`config.mk`:
```
export PLATFORM = sky130hd
export DESIGN_NAME = wait_state_gen
export DESIGN_NICKNAME = d
export VERILOG_FILES = /design/src/rtl/wsg_pkg.sv /design/src/rtl/wsg_len_calc.sv /design/src/rtl/wsg_seq.sv /design/src/rtl/wait_state_gen.sv
export SDC_FILE = /design/constraint.sdc
export NUM_CORES = 1
export LEC_CHECK = 0
export BUFFER_PORTS_ARGS = -buffer_cell sky130_fd_sc_hd__buf_2
export CAP_MARGIN = 30
export CORE_UTILIZATION = 49
export DETAILED_ROUTE_END_ITERATION = 12
export PLACE_DENSITY = 0.82
export SETUP_SLACK_MARGIN = 0.1
export SLEW_MARGIN = 15
export SYNTH_ARGS = -nofsm -noshare
export SYNTH_HDL_FRONTEND = slang
export SYNTH_SLANG_ARGS = --single-unit
export TNS_END_PERCENT = 1
```
`constraint.sdc`:
```
create_clock -name clk_i -period 5.25 [get_ports clk_i]
set_input_delay 0.2625 -clock clk_i [delete_from_list [all_inputs] [get_ports clk_i]]
set_output_delay 0.2625 -clock clk_i [all_outputs]
set_load 0.01 [all_outputs]
```
`src/rtl/wsg_pkg.sv`:
```
package wsg_pkg;
  localparam int unsigned MAX_LEN = 4;
  localparam int unsigned LEN_W   = $clog2(MAX_LEN + 1);

  typedef logic [LEN_W-1:0] len_t;

  typedef enum logic [1:0] {
    RGN_REG = 2'b00,
    RGN_INT = 2'b01,
    RGN_EXT = 2'b10,
    RGN_EXT_ALT = 2'b11
  } region_e;
endpackage

```
`src/rtl/wsg_len_calc.sv`:
```
module wsg_len_calc
  import wsg_pkg::*;
#(
  parameter int unsigned NUM_CS = 4,
  localparam int unsigned CS_W = $clog2(NUM_CS)
) (
  input  logic [1:0]          region_i,
  input  logic [CS_W-1:0]     cs_idx_i,
  input  logic                we_i,
  input  logic                mux_mode_i,
  input  logic                reg_slow_i,
  input  logic                int_wait_i,
  input  logic [NUM_CS-1:0]   cs_nowait_i,
  input  logic [2*NUM_CS-1:0] cs_code_i,
  output len_t                len_o,
  output logic                rdy_en_o
);
  logic [1:0] code;
  logic       nowait;

  assign code   = cs_code_i[2*cs_idx_i +: 2];
  assign nowait = cs_nowait_i[cs_idx_i];

  always_comb begin
    len_o    = len_t'(1);
    rdy_en_o = 1'b0;
    unique case (region_i)
      RGN_REG: len_o = reg_slow_i ? len_t'(3) : len_t'(2);
      RGN_INT: len_o = int_wait_i ? len_t'(2) : len_t'(1);
      default: begin
        if (mux_mode_i) begin
          // multiplexed bus always waits; no-wait bit is meaningless here
          rdy_en_o = 1'b1;
          len_o    = (code == 2'b00) ? len_t'(3) : len_t'(4);
        end else if (nowait) begin
          len_o = we_i ? len_t'(2) : len_t'(1);
        end else begin
          rdy_en_o = 1'b1;
          unique case (code)
            2'b00:   len_o = len_t'(2);
            2'b01:   len_o = len_t'(3);
            default: len_o = len_t'(4); // 11 reserved, times as 10
          endcase
        end
      end
    endcase
  end
endmodule

```
`src/rtl/wsg_seq.sv`:
```
module wsg_seq
  import wsg_pkg::*;
(
  input  logic clk_i,
  input  logic rst_ni,
  input  logic req_i,
  input  len_t len_i,
  input  logic rdy_en_i,
  input  logic ready_i,
  output logic busy_o,
  output logic first_o,
  output logic wait_o,
  output logic done_o
);
  logic busy_q, rdy_en_q;
  len_t cnt_q, len_q;
  logic start, last;

  assign last    = busy_q && (cnt_q == len_q);
  assign done_o  = last && (!rdy_en_q || ready_i);
  assign start   = req_i && (!busy_q || done_o);
  assign busy_o  = busy_q;
  assign first_o = busy_q && (cnt_q == len_t'(1));
  assign wait_o  = busy_q && (cnt_q != len_t'(1));

  always_ff @(posedge clk_i or negedge rst_ni) begin
    if (!rst_ni) begin
      busy_q   <= 1'b0;
      rdy_en_q <= 1'b0;
      cnt_q    <= '0;
      len_q    <= '0;
    end else if (start) begin
      busy_q   <= 1'b1;
      rdy_en_q <= rdy_en_i;
      cnt_q    <= len_t'(1);
      len_q    <= len_i;
    end else if (busy_q) begin
      if (done_o)     busy_q <= 1'b0;
      else if (!last) cnt_q  <= cnt_q + len_t'(1);
    end
  end

  a_r11_done_in_access: assert property (@(posedge clk_i) disable iff (!rst_ni)
    done_o |-> busy_o);
  a_r12_start_opens_first: assert property (@(posedge clk_i) disable iff (!rst_ni)
    start |=> first_o);
  a_r10_len_held: assert property (@(posedge clk_i) disable iff (!rst_ni)
    (busy_q && !done_o) |=> $stable(len_q) && busy_q);
  a_r8_stall_parks: assert property (@(posedge clk_i) disable iff (!rst_ni)
    (last && !done_o) |=> last && $stable(cnt_q));
  a_r4_len_range: assert property (@(posedge clk_i) disable iff (!rst_ni)
    start |-> (len_i >= len_t'(1) && len_i <= len_t'(MAX_LEN)));
endmodule

```
`src/rtl/wait_state_gen.sv`:
```
module wait_state_gen
  import wsg_pkg::*;
#(
  parameter int unsigned NUM_CS = 4,
  localparam int unsigned CS_W = $clog2(NUM_CS)
) (
  input  logic                clk_i,
  input  logic                rst_ni,
  input  logic                req_i,
  input  logic [1:0]          region_i,
  input  logic [CS_W-1:0]     cs_idx_i,
  input  logic                we_i,
  input  logic                mux_mode_i,
  input  logic                reg_slow_i,
  input  logic                int_wait_i,
  input  logic [NUM_CS-1:0]   cs_nowait_i,
  input  logic [2*NUM_CS-1:0] cs_code_i,
  input  logic                ready_i,
  output logic                busy_o,
  output logic                first_o,
  output logic                wait_o,
  output logic                done_o
);
  len_t len;
  logic rdy_en;

  wsg_len_calc #(.NUM_CS(NUM_CS)) i_len (
    .region_i    (region_i),
    .cs_idx_i    (cs_idx_i),
    .we_i        (we_i),
    .mux_mode_i  (mux_mode_i),
    .reg_slow_i  (reg_slow_i),
    .int_wait_i  (int_wait_i),
    .cs_nowait_i (cs_nowait_i),
    .cs_code_i   (cs_code_i),
    .len_o       (len),
    .rdy_en_o    (rdy_en)
  );

  wsg_seq i_seq (
    .clk_i    (clk_i),
    .rst_ni   (rst_ni),
    .req_i    (req_i),
    .len_i    (len),
    .rdy_en_i (rdy_en),
    .ready_i  (ready_i),
    .busy_o   (busy_o),
    .first_o  (first_o),
    .wait_o   (wait_o),
    .done_o   (done_o)
  );
endmodule

```
==> impl_metrics.tcl <==
set metrics [dict create \
    rsz0062_at_grt "no" \
    wl_um 1280 \
    start_kind "register" \
    ys.flop_type "dfrtp_1" \
    synth-edff-count 0 \
    io_buffer_count 27 \
    wl_per_cell_um 11.7 \
    layout.area.seq_um2 200 \
    worst_ep_arrival_time_ns 1.99 \
    worstPathRequired_ns 5.37 \
    overflow 0 \
    clkPwrFrac_pct 11.2 \
    slew_headroom_pct 67.7 \
    antennaDiodeCount 0 \
    core_area_um2 1170 \
    min_period_ns 1.87 \
    async_reset_ff_share_pct 100 \
    first_global_vias 533 \
    syn_to_final_growth_pct 28.6 \
    pre_cts_ws_ns 3.36 \
    drtPass1Iterations 3 \
    drv_cap 0 \
    cts_num_sinks 8 \
    fillers 89 \
    p_leak_nw 0.406 \
    power_density_nw_per_um2 494 \
    hold_viol 0 \
    cts-root-buf "clkbuf_4" \
    power.share.switching_pct 44.6 \
    utilization_pct 71.0 \
    crit_slowest_cell "o41a_1" \
    drtIter0Drc 14 \
    clockBufferDepth 2 \
    route.detailed.drc 0 \
    syn_avg_cell_area_um2 10.1 \
    comb_power_share_pct 59.1 \
    power.switching_w 0.000183 \
    path_buf_inv 0 \
    fp.dieH_um 38.3 \
    ys_seq_area_share_pct 30.9 \
    p_seq_share_pct 29.7 \
    p_int_w 0.000228 \
    dieArea_um2 1470 \
    cp_top_family "compound AO/OA/AOI/OAI gates" \
    cts_buffers 3 \
    netlist_area_um2 647 \
    path_max_fanout 5 \
    clkTransAtPathRegs_ns 0.06 \
    vdd_drop_max_uv 197 \
    clk_latency_ns 0.25 \
    yosys_warnings 0 \
    cp_cell_sequence "xor2_1 -> o41a_1 -> a2111oi_2 -> a211oi_1" \
    synth.net_count 90 \
    outcome "finished, final reports clean" \
    via_per_inst 5.73 \
    fin_ws_ns 3.38 \
    worstSetupPathType "register to register" \
    grt_pass1_wl_um 2040 \
    max_stage_delay_ns 0.53 \
    via_count 625 \
    drive_above_1_share_pct 36.8 \
    htreeDepth 1 \
    ys_ff_latch 8 \
    ant_nets 0 \
    multi_input_comb_area_um2 424 \
    start_util_pct 55.2 \
    worst_pin_slew_ns 0.481 \
    tns_ns 0 \
    finClkSkew_ns 0.00852 \
    cts_setup_buffers 0 \
    timing.fmax_ghz 0.535 \
    layout.nets 123 \
    post-route-period-util_pct 35.6 \
    track_usage_pct 20.4 \
    syn_inst 64 \
    cts_tree "done" \
    hold_path_class "primary input to register" \
    worstSetupEndpointType "register" \
    die_w_um 38.3 \
    slew_violations 0 \
    routabilityCongestion 0.820 \
    io-pin-count 28 \
    grt_start_max_net_pins 9 \
    setup_violations 0 \
    synth.distinct_cells 29 \
    row_count 12 \
    hpwl_um 1080 \
    antenna_found_initial 0 \
]
worst paths after layout:
| kind | startpoint | end | slack (ns) | cells past startpoint |
|---|---|---|---|---|
| max | i_seq.cnt_q[0] | i_seq.len_q[0] | 3.38 | 4 |
| min | req_i | i_seq.cnt_q[0] | 0.31 | 3 |
| max reg2reg | i_seq.cnt_q[0] | i_seq.len_q[0] | 3.38 | 4 |
| min reg2reg | i_seq.rdy_en_q | i_seq.rdy_en_q | 0.50 | 2 |
| max in group asynchronous | rst_ni | i_seq.cnt_q[1] | 4.67 | 2 |
| min in group asynchronous | rst_ni | i_seq.len_q[0] | 0.40 | 2 |
Yosys cell counts (all sizes together), types with 2 or more instances:
cell | n | area share (%)
nor2b | 3 | 2.9
a21oi | 2 | 1.5
nor4 | 2 | 1.9
nor3b | 2 | 2.3
o21ai | 4 | 3.1
nor2 | 7 | 4.1
o41ai | 2 | 3.9
nand2 | 4 | 2.3
dfrtp | 8 | 31
ha | 2 | 3.9
inv | 6 | 3.5
mux4 | 4 | 15
xor2 | 4 | 5.4
worst register-to-register path, delay by kind of cell, from the launching register on:
family         cells  cell delay [ns]
XOR/XNOR           1             0.21
flip-flops         1             0.42
AO/OA/AOI/OAI      3             1.11
cells in the final DEF (no fill, tap or decap), types with 3 or more instances in the layout:
cell type / netlist / routed
clkbuf_4: 0 / 3
nand2_1: 4 / 4
nor2b_1: 3 / 3
xor2_1: 4 / 4
dfrtp_1: 8 / 8
inv_1: 6 / 6
buf_2: 0 / 27
o21ai_0: 4 / 4
nor2_1: 7 / 7
kinds of logic (layout without fill, tap and decap cells):
| group | after synthesis | count (layout) | share of synthesized area (%) |
|---|---|---|---|
| compound gates | 17 | 17 | 21.9 |
| xor+xnor | 5 | 5 | 6.77 |
| fa+ha+maj | 2 | 2 | 3.87 |
| buf+inv | 6 | 37 | 3.48 |
| flops | 8 | 8 | 30.9 |
| mux | 5 | 5 | 16.6 |
| simple gates | 21 | 21 | 16.4 |
per-stage QoR:
| stage | area (um2) | hold WS [ns] | power [W] | std cells |
|---|---|---|---|---|
| detailed placement | 800 | 0.111 | 0.000367 | 105 |
| global route | 832 | 0.339 | 0.000449 | 109 |
| global placement | 800 | 0.109 | 0.000360 | 105 |
| finish | 832 | 0.309 | 0.000411 | 109 |
| floorplan | 647 | -0.0331 | 0.000302 | 64 |
| CTS | 832 | 0.298 | 0.000416 | 109 |
what timing repair did:
item,4_1_cts,5_1_grt
setup endpoints to repair,0,0
gates resized for setup,0,0
endpoints found under the hold margin,8,0
hold buffers,1,0
power by group through the flow:
stage	sequential, W	combinational (W)	clock, W
2_1_floorplan	0.000118	0.000183	0
3_3_place_gp	0.000122	0.000237	0
3_5_place_dp	0.000123	0.000244	0
4_1_cts	0.000122	0.000245	0.0000483
5_1_grt	0.000127	0.000273	0.0000493
6_report	0.000122	0.000243	0.0000459
cell type report:
cell class              count  area share (%)
clock buffers               3            2.71
inverters                   6            2.71
multi-input cells          50            51.0
flip-flops and latches      8            24.1
well taps                  14            2.11
repair buffers             28            17.4
sequential cells by signal (all words and copies together), names as in the netlist:
signal          count
i_seq.rdy_en_q      1
i_seq.busy_o        1
i_seq.len_q         3
i_seq.cnt_q         3
metal layers:
layer / share of wire [%] / vias up / routed length, um / global-route usage (%)
li1: - / 309 / - / -
met1: 43 / 290 / 545 / 20.8
met2: 52 / 24 / 668 / 39.0
met3: 3.8 / 2 / 48 / 1.74
met4: 1.3 / 0 / 17 / 12.9
met5: 0 / - / 0 / 0
No activity file was read; power rests on OpenSTA's default activity.
